===== src/rtl/lamp_pkg.sv =====
package lamp_pkg;
  localparam int NUM_LAMPS = 4;

  typedef enum logic [1:0] {
    MODE_EVENT = 2'd0,
    MODE_ON    = 2'd1,
    MODE_OFF   = 2'd2,
    MODE_BLINK = 2'd3
  } lampMode_e;

  // strobes from the timing control to the output datapath
  typedef struct packed {
    logic                 actLit;
    logic                 colLit;
    logic [NUM_LAMPS-1:0] blinkLit;
  } lampStrobe_t;
endpackage


===== src/rtl/lamp_timing.sv =====
module lamp_timing
  import lamp_pkg::*;
#(
  parameter int BLINK_CYCLES   = 2500000,
  parameter int STRETCH_CYCLES = 1250000
) (
  input  logic                   clk,
  input  logic                   rstN,
  input  logic [2*NUM_LAMPS-1:0] pinMode,
  input  logic                   activity,
  input  logic                   collision,
  output lampStrobe_t            strobes
);
  localparam int BW = $clog2(BLINK_CYCLES + 1);
  localparam int SW = $clog2(STRETCH_CYCLES + 1);
  localparam logic [BW-1:0] PHASE_LAST = BW'(BLINK_CYCLES - 1);
  localparam logic [SW-1:0] STRETCH_LOAD = SW'(STRETCH_CYCLES);

  // event stretchers: index 0 = activity, 1 = collision
  logic [1:0] evIn;
  logic [1:0] evLit;
  assign evIn = {collision, activity};

  for (genvar e = 0; e < 2; e++) begin : g_stretch
    logic [SW-1:0] holdCnt;
    always_ff @(posedge clk or negedge rstN) begin
      if (!rstN)               holdCnt <= '0;
      else if (evIn[e])        holdCnt <= STRETCH_LOAD;
      else if (holdCnt != '0)  holdCnt <= holdCnt - 1'b1;
    end
    assign evLit[e] = evIn[e] || (holdCnt != '0);
  end

  assign strobes.actLit = evLit[0];
  assign strobes.colLit = evLit[1];

  // one blink timer per pin so that each restarts on its own entry
  for (genvar k = 0; k < NUM_LAMPS; k++) begin : g_blink
    logic          inBlinkQ;
    logic          phaseQ;
    logic [BW-1:0] phaseCnt;
    logic          isBlink;
    logic          entering;

    assign isBlink  = lampMode_e'(pinMode[2*k +: 2]) == MODE_BLINK;
    assign entering = isBlink && !inBlinkQ;

    always_ff @(posedge clk or negedge rstN) begin
      if (!rstN) begin
        inBlinkQ <= 1'b0;
        phaseQ   <= 1'b1;
        phaseCnt <= '0;
      end else begin
        inBlinkQ <= isBlink;
        if (entering) begin
          phaseQ   <= 1'b1;
          phaseCnt <= BW'(1);
        end else if (isBlink) begin
          if (phaseCnt == PHASE_LAST) begin
            phaseCnt <= '0;
            phaseQ   <= !phaseQ;
          end else begin
            phaseCnt <= phaseCnt + 1'b1;
          end
        end
      end
    end

    assign strobes.blinkLit[k] = entering || phaseQ;
  end
endmodule


===== src/rtl/lamp_mux.sv =====
module lamp_mux
  import lamp_pkg::*;
(
  input  logic                   clk,
  input  logic                   rstN,
  input  logic [2*NUM_LAMPS-1:0] pinMode,
  input  logic [1:0]             funcSel,
  input  logic                   linkUp,
  input  logic                   speed100,
  input  logic                   fullDuplex,
  input  lampStrobe_t            strobes,
  output logic [NUM_LAMPS-1:0]   ledDrive,
  output logic [NUM_LAMPS-1:0]   ledOe
);
  localparam int PUSH_PULL_PINS = 2;

  logic [NUM_LAMPS-1:0] eventLit;

  always_comb begin
    unique case (funcSel)
      2'd0:    eventLit = {strobes.actLit, linkUp, fullDuplex, speed100};
      2'd1:    eventLit = {strobes.colLit, linkUp, fullDuplex, speed100};
      2'd2:    eventLit = {strobes.colLit, strobes.actLit, fullDuplex, speed100};
      default: eventLit = {linkUp && speed100, strobes.colLit, strobes.actLit, linkUp};
    endcase
  end

  for (genvar k = 0; k < NUM_LAMPS; k++) begin : g_pin
    logic litNext;
    logic oeNext;

    always_comb begin
      unique case (lampMode_e'(pinMode[2*k +: 2]))
        MODE_EVENT: begin
          litNext = eventLit[k];
          oeNext  = (k < PUSH_PULL_PINS) ? 1'b1 : eventLit[k];
        end
        MODE_ON: begin
          litNext = 1'b1;
          oeNext  = 1'b1;
        end
        MODE_OFF: begin
          litNext = 1'b0;
          oeNext  = 1'b0;
        end
        default: begin
          litNext = strobes.blinkLit[k];
          oeNext  = strobes.blinkLit[k];
        end
      endcase
    end

    always_ff @(posedge clk or negedge rstN) begin
      if (!rstN) begin
        ledOe[k]    <= 1'b0;
        ledDrive[k] <= 1'b1;
      end else begin
        ledOe[k]    <= oeNext;
        ledDrive[k] <= !(litNext && oeNext);
      end
    end
  end
endmodule


===== src/rtl/lamp_drive_ctrl.sv =====
module lamp_drive_ctrl
  import lamp_pkg::*;
#(
  parameter int BLINK_CYCLES   = 2500000,
  parameter int STRETCH_CYCLES = 1250000
) (
  input  logic       clk,
  input  logic       rstN,
  input  logic [7:0] pinMode,
  input  logic [1:0] funcSel,
  input  logic       linkUp,
  input  logic       activity,
  input  logic       speed100,
  input  logic       fullDuplex,
  input  logic       collision,
  output logic [3:0] ledDrive,
  output logic [3:0] ledOe
);
  lampStrobe_t strobes;

  lamp_timing #(
    .BLINK_CYCLES  (BLINK_CYCLES),
    .STRETCH_CYCLES(STRETCH_CYCLES)
  ) u_timing (
    .clk      (clk),
    .rstN     (rstN),
    .pinMode  (pinMode),
    .activity (activity),
    .collision(collision),
    .strobes  (strobes)
  );

  lamp_mux u_mux (
    .clk       (clk),
    .rstN      (rstN),
    .pinMode   (pinMode),
    .funcSel   (funcSel),
    .linkUp    (linkUp),
    .speed100  (speed100),
    .fullDuplex(fullDuplex),
    .strobes   (strobes),
    .ledDrive  (ledDrive),
    .ledOe     (ledOe)
  );
endmodule


===== config.mk =====
export PLATFORM = sky130hd
export DESIGN_NAME = lamp_drive_ctrl
export DESIGN_NICKNAME = d
export VERILOG_FILES = /design/src/rtl/lamp_pkg.sv /design/src/rtl/lamp_timing.sv /design/src/rtl/lamp_mux.sv /design/src/rtl/lamp_drive_ctrl.sv
export SDC_FILE = /design/constraint.sdc
export NUM_CORES = 1
export LEC_CHECK = 0
export ABC_AREA = 0
export BUFFER_PORTS_ARGS = -buffer_cell sky130_fd_sc_hd__buf_2
export CAP_MARGIN = 5
export CORE_ASPECT_RATIO = 1.25
export CORE_MARGIN = 2
export CORE_UTILIZATION = 60
export CTS_CLUSTER_DIAMETER = 60
export DETAILED_ROUTE_END_ITERATION = 7
export PLACE_DENSITY_LB_ADDON = 0.15
export SLEW_MARGIN = 20
export SYNTH_ARGS = -nofsm -noshare
export SYNTH_HDL_FRONTEND = slang
export SYNTH_HIERARCHICAL = 1
export SYNTH_SLANG_ARGS = --single-unit

===== constraint.sdc =====
create_clock -name clk -period 4.5 [get_ports clk]
set_clock_uncertainty 0.2 [all_clocks]
set_input_delay 0.675 -clock clk [delete_from_list [all_inputs] [get_ports clk]]
set_output_delay 0.675 -clock clk [all_outputs]
set_load 0.01 [all_outputs]

==> results of run 1 <==
state kept, by name, indices dropped and copies added, names as in the netlist:
name / count
u_timing/g_stretch.holdCnt: 42
u_mux/ledOe: 4
u_mux/ledDrive: 4
u_timing/g_blink.phaseQ: 4
u_timing/g_blink.phaseCnt: 88
u_timing/g_blink.inBlinkQ: 4
cell type report:
class                      count  area [µm²]
clock buffer                  23         498
inverter                      33         124
clock inverter                 9         174
tap                          168         210
sequential                   146        3660
fill                         988        3920
multi-input combinational    648        3930
timing repair buffer          26         141
cell families after synthesis:
kind of cell / Yosys count / synth area share
buf+inv: 53 / 0.0260
flops: 146 / 0.470
fa+ha+maj: 8 / 0.0129
mux: 13 / 0.0172
simple gates: 419 / 0.281
compound gates: 144 / 0.120
xor+xnor: 64 / 0.0720
layer usage:
metal	GRT usage	share of wire	vias to the layer above
li1	-	-	3123
met1	0.337	0.43	3161
met2	0.429	0.51	215
met3	0.0446	0.050	27
met4	0.105	0.019	0
met5	0	0	-
worst max path at each step:
stage,from,endpoint,slack (ps),depth (start not counted)
2_1_floorplan,u_timing/g_stretch[0].holdCnt[17]$_DFFE_PN0P_,u_mux/ledOe[3]$_DFF_PN0_,2050,7
6_report,u_timing/g_stretch[0].holdCnt[17]$_DFFE_PN0P_,u_mux/ledOe[3]$_DFF_PN0_,1520,6
4_1_cts,u_timing/g_blink[1].phaseCnt[0]$_DFFE_PN0P_,u_timing/g_blink[1].phaseCnt[11]$_DFFE_PN0P_,1410,6
3_3_place_gp,u_timing/g_blink[1].phaseCnt[0]$_DFFE_PN0P_,u_timing/g_blink[1].phaseCnt[9]$_DFFE_PN0P_,1740,6
3_5_place_dp,u_timing/g_stretch[0].holdCnt[17]$_DFFE_PN0P_,u_mux/ledOe[3]$_DFF_PN0_,1580,6
5_1_grt,u_timing/g_stretch[0].holdCnt[17]$_DFFE_PN0P_,u_mux/ledOe[3]$_DFF_PN0_,1310,6
per-stage QoR:
step	instance area, µm²	util	setup slack (ps)	std cells
after floorplan	7790	-	2050	847
after global placement	8060	0.637	1740	1021
after detailed placement	8060	0.637	1580	1021
after CTS	8730	0.690	1410	1053
after global routing	8740	0.690	1310	1053
final	8740	0.690	1520	1053
power groups by stage:
stage | Sequential [µW] | Combinational, µW | Clock [µW]
after floorplan | 1450 | 158 | 0
after global placement | 1460 | 232 | 0
after detailed placement | 1460 | 243 | 0
after CTS | 1440 | 245 | 1620
after global routing | 1450 | 278 | 1670
final | 1440 | 243 | 1590
worst register-to-register path, delay by kind of cell (launching register included):
family	cells	cell delay, ps
DFF	1	410
and+or+nand+nor	4	2020
AOI/OAI and AO/OA	2	220
placed cells by master (no fill, tap or decap), types with 8 or more instances in the layout:
cell type  count
nand4_1       32
and2_1         9
o21ai_0       26
buf_2         23
a31oi_1       16
inv_1         30
nor2_1       103
o22ai_1        8
ha_1           8
or4_1         14
xnor2_1       24
xor2_1        40
dfrtp_1      138
mux2i_1       10
nand2_1       73
o211ai_1      14
and3_1        10
or3_1         17
nor3_1        33
clkbuf_16     17
a21oi_1       31
nand2b_1      12
nand3_1       55
nor4_1        15
dfstp_2        8
==> load_flow_metrics.sql, run 1 <==
INSERT INTO impl_metrics (metric_group, metric, value, unit) VALUES
('run_status', 'outcome', 'complete, no violations', ''),
('yosys', 'synthMostInstantiatedCell', 'dfrtp_1', ''),
('cts', 'post_cts.repair.setup_buffers', '0', ''),
('worst_setup_path', 'critical_path_type', 'flip-flop to flip-flop', ''),
('yosys', 'post_synthesis_register_bit_count', '146', ''),
('cts', 'cts.root.buffer_cell', 'clkbuf_16', ''),
('yosys', 'yosys_cell_types', '66', ''),
('layout', 'proportion_of_layout_cells_with_a_drive_suffix_above_1', '0.101', ''),
('power', 'cellPowerDensity', '375', 'mW/mm²'),
('yosys', 'syn_inst', '847', ''),
('grt', 'grt_max_degree', '78', ''),
('routing', 'final_antenna_net_count', '0', ''),
('sta', 'timing_worst_slew_pin_value', '821', 'ps'),
('worst_setup_path', 'critical_path.reg2reg.endpoint', 'u_mux/ledOe[3]$_DFF_PN0_', ''),
('yosys', 'syn_nets', '872', ''),
('yosys', 'asyncSetResetFlopFracSynth', '1.00', ''),
('routing', 'drt_first_iter_violations', '456', ''),
('cts', 'tritoncts', 'done', ''),
('placed_design', 'globalplace.congestion', '0.918', ''),
('worst_setup_path', 'worstReg2RegStart', 'u_timing/g_stretch[0].holdCnt[17]$_DFFE_PN0P_', ''),
('worst_setup_path', 'critical_path.most_common_cell', 'or3_1', ''),
('sta', 'rsz0062_at_grt', 'no', ''),
('routing', 'drt_drc_violations_left', '0', ''),
('worst_setup_path', 'timing.critical_path.arrival', '3060', 'ps'),
('worst_setup_path', 'crit_slowest_cell', 'nand4_1', ''),
('yosys', 'synthesis.yosys.warnings', '6', ''),
('power', 'power.switching', '752', 'µW'),
('power', 'p_int', '2530', 'µW'),
('floorplan', 'total_die_area', '0.0139', 'mm²'),
('placed_design', 'portBuffers', '24', ''),
('grt', 'globalRouteTotalUtil', '0.259', ''),
('grt', 'initial_antenna_violation_count', '0', ''),
('cts', 'cts.repair.resized', '0', ''),
('grt', 'wire_length_of_the_first_global_routing_pass', '29.5', 'mm'),
('routing', 'avgViaCountPerCell', '6.20', ''),
('power', 'max-vdd-ir-drop', '0.325', 'mV'),
('worst_setup_path', 'cells_traversed_along_the_worst_timing_path', 'nor4_2, nand4_1, or3_1, or3_1, o221ai_1, o21ai_0', ''),
('yosys', 'ys_dominant_reg_cell', 'dfrtp_1', ''),
('routing', 'detail_route.first_pass.iterations', '5', ''),
('sta', 'hold_viol', '0', ''),
('yosys', 'mappedNetlistArea', '0.00779', 'mm²'),
('routing', 'drt-total-wl', '17.2', 'mm'),
('cts', 'clkSlewWorstSetupHoldPaths', '60', 'ps'),
('sta', 'timing.final.max_slew_violations', '0', ''),
('yosys', 'share_of_the_synthesized_area_in_the_top_cell_type', '0.443', ''),
('worst_setup_path', 'critPathMaxStageDelay', '600', 'ps'),
('sta', 'timing.hold.ws', '63.8', 'ps'),
('worst_hold_path', 'hold_path_class', 'input port to async pin', ''),
('sta', 'slew_headroom', '0.448', ''),
('worst_setup_path', 'cp_max_fo', '17', ''),
('routing', 'detailroute.via_count', '6526', ''),
('worst_setup_path', 'timing.critical_path.to_type', 'flip-flop', ''),
('cts', 'clock-sinks', '146', ''),
('yosys', 'synth_area_per_cell', '9.19', 'µm²'),
('worst_setup_path', 'kind_of_cell_with_the_highest_combined_delay_on_the_critical_path', 'simple AND/OR/NAND/NOR gates', ''),
('floorplan', 'die_w', '106', 'µm'),
('cts', 'htree_levels', '4', ''),
('power', 'pwr-share-comb', '0.074', ''),
('yosys', 'synth_edf_count', '0', ''),
('worst_setup_path', 'rr_worst_depth', '6', ''),
('grt', 'grt_pass1_vias', '6405', ''),
('worst_setup_path', 'critical_path.n_buffers_inverters', '0', ''),
('floorplan', 'dieHeight', '131', 'µm'),
('grt', 'grt_overflow', '0', ''),
('cts', 'clk_latency', '430', 'ps'),
('yosys', 'synth_top_cells_by_area', 'dfrtp_1, nor2_1, xor2_1', ''),
('worst_setup_path', 'critical_path.startpoint_type', 'flip-flop', ''),
('sta', 'fin_crit_sh', '0.662', ''),
('routing', 'wl_per_cell', '16.3', 'µm'),
('power', 'total_power', '3280', 'µW'),
('power', 'p_leak', '0.00350', 'µW');
No activity file was read; power rests on OpenSTA's default activity.
==> run 2, diff against run 1 <==
CORE_UTILIZATION = 56   (was 60)
clock period = 2.7 ns   (was 4.5 ns; I/O delays follow)
==> run 2 against run 1 <==
  * Final area is 2.9% higher
  * Sequential power is 67% higher
  * Register-to-register slack worse by 1300 ps
  * Final cell count is 3.3% higher
  * Sequential cell count stayed put
  * Power is 67% higher
  * Via count is 1.0% higher
  * Worst setup slack worse by 1300 ps
  * Maximum frequency is 21% higher
  * Clock power is 67% higher
  * Clock-buffer cell count is 5 lower
  * Core utilization is 3.3 points lower
  * Critical path type unchanged
==> load_flow_metrics.sql, run 2 (synthesis results as in run 1) <==
INSERT INTO impl_metrics (metric_group, metric, value, unit) VALUES
('power', 'max-vdd-ir-drop', '0.524', 'mV'),
('power', 'pwr-share-seq', '0.438', ''),
('sta', 'maxClockFrequency', '406', 'MHz'),
('worst_setup_path', 'timing.critical_path.arrival', '2610', 'ps'),
('worst_setup_path', 'critPathMaxStageDelay', '640', 'ps'),
('grt', 'grt_overflow', '0', ''),
('floorplan', 'initial_utilization', '0.569', ''),
('sta', 'hold_viol', '0', ''),
('placed_design', 'hpwlAfterDp', '11.7', 'mm'),
('routing', 'final_antenna_net_count', '0', ''),
('sta', 'rsz0062_at_grt', 'no', ''),
('floorplan', 'dieHeight', '136', 'µm'),
('cts', 'cts_made_buffers', '17', ''),
('sta', 'setup_viol', '0', ''),
('power', 'power.switching', '1270', 'µW'),
('layout', 'largest_registers', 'u_timing/g_blink.phaseCnt (88), u_timing/g_stretch.holdCnt (42)', ''),
('power', 'p_leak', '0.00363', 'µW'),
('grt', 'wire_length_of_the_first_global_routing_pass', '29.2', 'mm'),
('cts', 'clock-sinks', '146', ''),
('layout', 'num-fill-cells', '1107', ''),
('sta', 'timing.final.max_slew_violations', '0', ''),
('worst_setup_path', 'timing.critical_path.to_type', 'flip-flop', ''),
('worst_setup_path', 'critical_path_cell_count', '5', ''),
('worst_setup_path', 'critical_path.n_buffers_inverters', '0', ''),
('worst_setup_path', 'crit_slowest_cell', 'or4_1', ''),
('layout', 'proportion_of_layout_cells_with_a_drive_suffix_above_1', '0.122', ''),
('routing', 'avgViaCountPerCell', '6.06', ''),
('floorplan', 'design.core.area', '0.0137', 'mm²'),
('power', 'p_int', '4220', 'µW'),
('floorplan', 'std_cell_rows', '48', ''),
('layout', 'area.growth.synth_to_final', '15.5', '%'),
('layout', 'finish.utilization', '0.657', ''),
('placed_design', 'globalplace.congestion', '0.864', ''),
('cts', 'htree_levels', '4', ''),
('floorplan', 'die_w', '109', 'µm'),
('sta', 'timing_worst_slew_pin_value', '763', 'ps'),
('layout', 'number_of_antenna_diodes', '0', ''),
('worst_setup_path', 'worstReg2RegStart', 'u_timing/g_stretch[1].holdCnt[13]$_DFFE_PN0P_', ''),
('layout', 'finish.instance_area', '0.00900', 'mm²'),
('floorplan', 'total_die_area', '0.0149', 'mm²'),
('cts', 'tritoncts', 'done', ''),
('routing', 'drt-total-wl', '16.8', 'mm'),
('grt', 'grt_max_degree', '62', ''),
('worst_hold_path', 'hold_path_class', 'input port to flip-flop', ''),
('routing', 'drt_first_iter_violations', '424', ''),
('routing', 'drt_drc_violations_left', '0', ''),
('layout', 'layout_common_cells', 'dfrtp_1, nor2_1, nand2_1', ''),
('sta', 'setup_total_negative_slack', '0', 'ps'),
('layout', 'final_net_count', '925', ''),
('power', 'pwr-share-comb', '0.078', ''),
('grt', 'initial_antenna_violation_count', '0', ''),
('grt', 'grt_pass1_vias', '6393', ''),
('routing', 'wl_per_cell', '15.5', 'µm'),
('worst_setup_path', 'crit_start', 'u_timing/g_stretch[1].holdCnt[13]$_DFFE_PN0P_', ''),
('placed_design', 'placed_cell_area', '0.00826', 'mm²'),
('worst_setup_path', 'critical_path.reg2reg.endpoint', 'u_timing/g_stretch[1].holdCnt[19]$_DFFE_PN0P_', ''),
('grt', 'globalRouteTotalUtil', '0.247', ''),
('worst_setup_path', 'rr_worst_depth', '5', ''),
('flow_run', 'drv.max_cap_violation_count', '0', ''),
('worst_setup_path', 'cp_max_fo', '10', ''),
('worst_setup_path', 'worstPathRequired', '2850', 'ps'),
('worst_setup_path', 'timing.reg2reg.setup_slack', '240', 'ps'),
('worst_setup_path', 'cells_traversed_along_the_worst_timing_path', 'or4_1, nor3_4, or4b_1, xor2_1, nor2_1', ''),
('floorplan', 'ios', '25', ''),
('cts', 'clk_latency', '430', 'ps'),
('power', 'pwr-share-clk', '0.485', ''),
('routing', 'detail_route.first_pass.iterations', '5', ''),
('sta', 'slew_headroom', '0.486', ''),
('sta', 'timing.hold.ws', '35.6', 'ps'),
('placed_design', 'portBuffers', '24', ''),
('power', 'cellPowerDensity', '610', 'mW/mm²'),
('layout', 'largest_register_ffs', '88', ''),
('cts', 'clock_path_buffers', '2', ''),
('cts', 'cts.root.buffer_cell', 'clkbuf_16', ''),
('sta', 'fin_crit', '2460', 'ps'),
('cts', 'clkSlewWorstSetupHoldPaths', '60', 'ps'),
('worst_setup_path', 'critical_path.startpoint_type', 'flip-flop', ''),
('layout', 'register_bank_with_the_most_flops', 'u_timing/g_blink.phaseCnt', ''),
('worst_setup_path', 'kind_of_cell_with_the_highest_combined_delay_on_the_critical_path', 'simple AND/OR/NAND/NOR gates', ''),
('layout', 'most_common_cell_after_layout_fill_and_taps_aside', 'dfrtp_1', ''),
('worst_setup_path', 'critical_path_type', 'flip-flop to flip-flop', ''),
('routing', 'detailroute.via_count', '6593', ''),
('sta', 'fin_crit_sh', '0.911', ''),
('power', 'switching_share', '0.231', ''),
('run_status', 'outcome', 'complete, no violations', ''),
('worst_setup_path', 'cp-endpoint', 'u_timing/g_stretch[1].holdCnt[19]$_DFFE_PN0P_', '');
==> run 2: area by class of cell <==
cell class                 count  area, µm²  area share
clock inverter                14        235      0.0261
clock buffer                  18        439      0.0488
timing repair buffer          54        392      0.0435
tap                          175        219      0.0243
inverter                      33        124      0.0138
multi-input combinational    648       3930       0.436
sequential                   146       3660       0.407
==> run 2: stage by stage <==
step	worst slack [ps]	power (µW)	instances
2_1_floorplan	246	2680	847
3_3_place_gp	270	2830	1050
3_5_place_dp	255	2860	1050
4_1_cts	237	5530	1088
5_1_grt	91.8	5720	1088
6_report	240	5490	1088
==> run 2: how the worst min path moves through the flow <==
stage | startpoint | end | slack, ps | cells past startpoint
detailed placement | rstN | u_timing/g_stretch[1].holdCnt[1]$_DFFE_PN0P_ | 220 | 1
floorplan | rstN | u_mux/ledOe[0]$_DFF_PN0_ | -90 | 0
global placement | rstN | u_timing/g_stretch[1].holdCnt[1]$_DFFE_PN0P_ | 220 | 1
global route | pinMode[7] | u_mux/ledOe[3]$_DFF_PN0_ | 30 | 2
finish | pinMode[7] | u_mux/ledOe[3]$_DFF_PN0_ | 40 | 2
CTS | pinMode[7] | u_mux/ledOe[3]$_DFF_PN0_ | 20 | 2
==> run 2: what timing repair did <==
| item | 4_1_cts | 5_1_grt |
|---|---|---|
| gates resized for setup | 0 | 1 |
| hold endpoints to repair | 61 | 0 |
| endpoints found under the setup margin | 0 | 1 |
| setup buffers | 0 | 0 |
| hold buffers | 6 | 0 |
==> run 2: power by group through the flow <==
stage	sequential, µW	combinational, µW	clock [µW]
floorplan	2420	263	0
global placement	2430	401	0
detailed placement	2440	421	0
CTS	2400	431	2700
global route	2420	491	2810
finish	2400	426	2660
==> run 2: routing by layer <==
metal	part of all wire	wire length [µm]	up-vias	global-route usage
met5	0	0	-	0
met4	0.016	275	0	0.0977
met3	0.034	577	26	0.0523
met2	0.52	8690	147	0.420
met1	0.43	7300	3247	0.303
li1	-	-	3173	-
==> run 3, diff against run 2 <==
ABC_AREA = 1   (was 0)
CORE_ASPECT_RATIO = 0.75   (was 1.25)
CORE_UTILIZATION = 45   (was 56)
==> run 3 against run 2 <==
  * Sequential power up 4%
  * Area after synthesis rose by 16%
  * Via count up 25%
  * Sequential cell count did not move
  * Worst setup slack better by 320 ps
  * Critical endpoint is now u_timing/g_stretch[1].holdCnt[1]$_DFFE_PN0P_
==> load_flow_metrics.sql, run 3 <==
INSERT INTO impl_metrics (metric_group, metric, value, unit) VALUES
('routing', 'detail_route.first_pass.iterations', '6', ''),
('power', 'p_leak', '0.00478', 'µW'),
('sta', 'timing.final.max_slew_violations', '0', ''),
('layout', 'num-fill-cells', '1962', ''),
('power', 'pwr-share-clk', '0.422', ''),
('grt', 'initial_antenna_violation_count', '0', ''),
('yosys', 'yosys_cell_types', '45', ''),
('floorplan', 'dieHeight', '127', 'µm'),
('worst_setup_path', 'worstPathRequired', '2800', 'ps'),
('power', 'cellPowerDensity', '534', 'mW/mm²'),
('routing', 'drt-total-wl', '21.4', 'mm'),
('yosys', 'synth_simple_gate_area_share', '0.428', ''),
('power', 'max-vdd-ir-drop', '0.401', 'mV'),
('yosys', 'ys_dominant_reg_cell', 'dfrtp_1', ''),
('cts', 'clkSlewWorstSetupHoldPaths', '60', 'ps'),
('cts', 'tritoncts', 'done', ''),
('routing', 'detailroute.via_count', '8229', ''),
('yosys', 'syn_inst', '1315', ''),
('power', 'pwr-share-seq', '0.467', ''),
('yosys', 'post_synth_mux_area_share', '0', ''),
('worst_setup_path', 'cells_traversed_along_the_worst_timing_path', 'inv_1, ha_1, nand2_1, nor2_1, nand3_2, nor2_2, inv_2, nand2_1, o21ai_1', ''),
('layout', 'number_of_antenna_diodes', '0', ''),
('worst_setup_path', 'critPathMaxStageDelay', '420', 'ps'),
('power', 'total_power', '5360', 'µW'),
('cts', 'cts_made_buffers', '17', ''),
('yosys', 'post_synthesis_register_bit_count', '146', ''),
('sta', 'fin_crit', '2140', 'ps'),
('cts', 'clk_latency', '430', 'ps'),
('floorplan', 'std_cell_rows', '44', ''),
('yosys', 'synth_top_family_by_area', 'simple AND/OR/NAND/NOR gates', ''),
('floorplan', 'total_die_area', '0.0212', 'mm²'),
('yosys', 'post_synth_xor_area_fraction', '0.0252', ''),
('worst_hold_path', 'hold_path_class', 'input port to flip-flop', ''),
('cts', 'cts.hold.buffers_added', '2', ''),
('floorplan', 'design.core.area', '0.0195', 'mm²'),
('routing', 'drt_drc_violations_left', '0', ''),
('floorplan', 'die_w', '168', 'µm'),
('layout', 'layout_common_cells', 'nand2_1, nor2_1, inv_1', ''),
('sta', 'hold_viol', '0', ''),
('grt', 'grt_overflow', '0', ''),
('layout', 'proportion_of_layout_cells_with_a_drive_suffix_above_1', '0.106', ''),
('worst_setup_path', 'cp_max_fo', '11', ''),
('yosys', 'synth_compound_gate_area_share', '0.0457', ''),
('placed_design', 'hpwlAfterDp', '16.0', 'mm'),
('yosys', 'yosys-top-cells-count', 'nand2_1, nor2_1, inv_1', ''),
('cts', 'htree_levels', '4', ''),
('grt', 'grt_pass1_vias', '7257', ''),
('sta', 'slew_headroom', '0.626', ''),
('routing', 'drt_first_iter_violations', '748', ''),
('cts', 'clock-sinks', '146', ''),
('floorplan', 'initial_utilization', '0.463', ''),
('power', 'power.switching', '1440', 'µW'),
('placed_design', 'globalplace.congestion', '0.928', ''),
('layout', 'register_bank_with_the_most_flops', 'u_timing/g_blink.phaseCnt', ''),
('cts', 'clock_path_buffers', '2', ''),
('worst_setup_path', 'crit_slowest_cell', 'nor2_2', ''),
('worst_setup_path', 'timing.critical_path.to_type', 'flip-flop', ''),
('power', 'switching_share', '0.268', ''),
('sta', 'rsz0062_at_grt', 'no', ''),
('grt', 'grt_max_degree', '53', ''),
('yosys', 'share_of_the_synthesized_area_in_the_top_cell_type', '0.382', ''),
('layout', 'most_common_cell_after_layout_fill_and_taps_aside', 'nand2_1', ''),
('layout', 'final_net_count', '1374', ''),
('worst_setup_path', 'critical_path.most_common_cell', 'nand2_1', ''),
('worst_setup_path', 'critical_path.startpoint_type', 'flip-flop', ''),
('cts', 'post_cts.repair.setup_buffers', '0', ''),
('power', 'pwr-share-comb', '0.111', ''),
('layout', 'largest_registers', 'u_timing/g_blink.phaseCnt (88), u_timing/g_stretch.holdCnt (42)', ''),
('yosys', 'fraction_of_the_mapped_netlist_area_in_adder_cells', '0.0111', ''),
('yosys', 'asyncSetResetFlopFracSynth', '1.00', ''),
('run_status', 'outcome', 'complete, no violations', ''),
('sta', 'timing_worst_slew_pin_value', '560', 'ps'),
('placed_design', 'portBuffers', '24', ''),
('sta', 'timing.hold.ws', '30.0', 'ps'),
('worst_setup_path', 'timing.critical_path.arrival', '2240', 'ps'),
('yosys', 'yosysTopAreaCell', 'dfrtp_1', ''),
('yosys', 'synth.yosys.seq_area_share', '0.406', ''),
('yosys', 'synthMostInstantiatedCell', 'nand2_1', ''),
('sta', 'maxClockFrequency', '468', 'MHz'),
('routing', 'avgViaCountPerCell', '5.10', ''),
('grt', 'wire_length_of_the_first_global_routing_pass', '36.7', 'mm'),
('layout', 'largest_register_ffs', '88', ''),
('routing', 'final_antenna_net_count', '0', ''),
('cts', 'cts.repair.resized', '0', ''),
('yosys', 'synthesis.yosys.warnings', '6', ''),
('sta', 'setup_viol', '0', ''),
('yosys', 'synth_area_per_cell', '6.87', 'µm²'),
('layout', 'finish.utilization', '0.515', ''),
('layout', 'area.growth.synth_to_final', '11.1', '%'),
('yosys', 'synth_edf_count', '0', ''),
('cts', 'cts.root.buffer_cell', 'clkbuf_16', ''),
('grt', 'globalRouteTotalUtil', '0.212', ''),
('sta', 'fin_crit_sh', '0.792', ''),
('yosys', 'syn_nets', '1340', ''),
('worst_setup_path', 'critical_path_type', 'flip-flop to flip-flop', ''),
('yosys', 'mappedNetlistArea', '0.00903', 'mm²'),
('sta', 'setup_total_negative_slack', '0', 'ps'),
('floorplan', 'ios', '25', ''),
('routing', 'wl_per_cell', '13.3', 'µm'),
('yosys', 'synth_top_cells_by_area', 'dfrtp_1, nand2_1, nor2_1', ''),
('flow_run', 'drv.max_cap_violation_count', '0', ''),
('power', 'p_int', '3920', 'µW');
## run 3: cell types whose count changed in the layout (fill, tap and decap cells not counted), sizes merged, moves of 27 or more
cell   change
inv      +136
nand2    +273
nand3     +78
nand4     +27
nor2     +177
## run 3: power groups by stage
stage / logic [µW] / registers (µW) / clock network (µW)
finish: 597 / 2500 / 2260
global route: 695 / 2530 / 2420
CTS: 603 / 2500 / 2330
detailed placement: 600 / 2530 / 0
global placement: 597 / 2530 / 0
floorplan: 418 / 2500 / 0
## run 3: final timing paths
check / cells past startpoint / endpoint / from / slack, ps
setup reg to reg: 9 / u_timing/g_stretch[1].holdCnt[1]$_DFFE_PN0P_ / u_timing/g_stretch[1].holdCnt[0]$_DFFE_PN0P_ / 560
hold / removal: 4 / u_mux/ledDrive[2]$_DFF_PN1_ / pinMode[4] / 30
max in group asynchronous: 3 / u_mux/ledDrive[1]$_DFF_PN1_ / rstN / 1270
setup / recovery: 9 / u_timing/g_stretch[1].holdCnt[1]$_DFFE_PN0P_ / u_timing/g_stretch[1].holdCnt[0]$_DFFE_PN0P_ / 560
min in group asynchronous: 2 / u_timing/g_stretch[0].holdCnt[7]$_DFFE_PN0P_ / rstN / 300
hold reg to reg: 2 / u_timing/g_blink[2].phaseQ$_DFFE_PN1P_ / u_timing/g_blink[2].phaseQ$_DFFE_PN1P_ / 270
## run 3: through the flow
step / setup WS [ps] / cells / area [µm²]
floorplan: 981 / 1315 / 9030
global placement: 609 / 1581 / 9460
detailed placement: 553 / 1581 / 9460
CTS: 556 / 1615 / 10000
global route: 293 / 1615 / 10000
finish: 563 / 1615 / 10000
## run 3: cell type report
class | count | area, µm² | area share
inverter | 171 | 647 | 0.0645
clock inverter | 5 | 55.1 | 0.00549
sequential | 146 | 3660 | 0.365
multi-input combinational | 977 | 4600 | 0.459
timing repair buffer | 36 | 246 | 0.0246
tap | 253 | 317 | 0.0315
clock buffer | 27 | 503 | 0.0501
## run 3: logic make-up after synthesis
logic type / Yosys count
AND/OR/NAND/NOR: 871
adder cells (fa/ha/maj): 8
buffers and inverters: 192
XOR/XNOR: 26
flip-flops: 146
AO/OA/AOI/OAI: 72
## run 3: critical path, delay by kind of cell, from the launching register on
kind                       cells  cell delay [ps]
buffers and inverters          2              310
adders and majority gates      1              200
DFF                            1              390
AOI/OAI and AO/OA              1               50
and+or+nand+nor                5              860
## run 3: layer usage
layer	GRT usage	up-vias	routed length [µm]
li1	-	4251	-
met2	0.292	187	8590
met1	0.341	3776	11700
met3	0.0384	15	943
met5	0	-	0
met4	0.0465	0	178
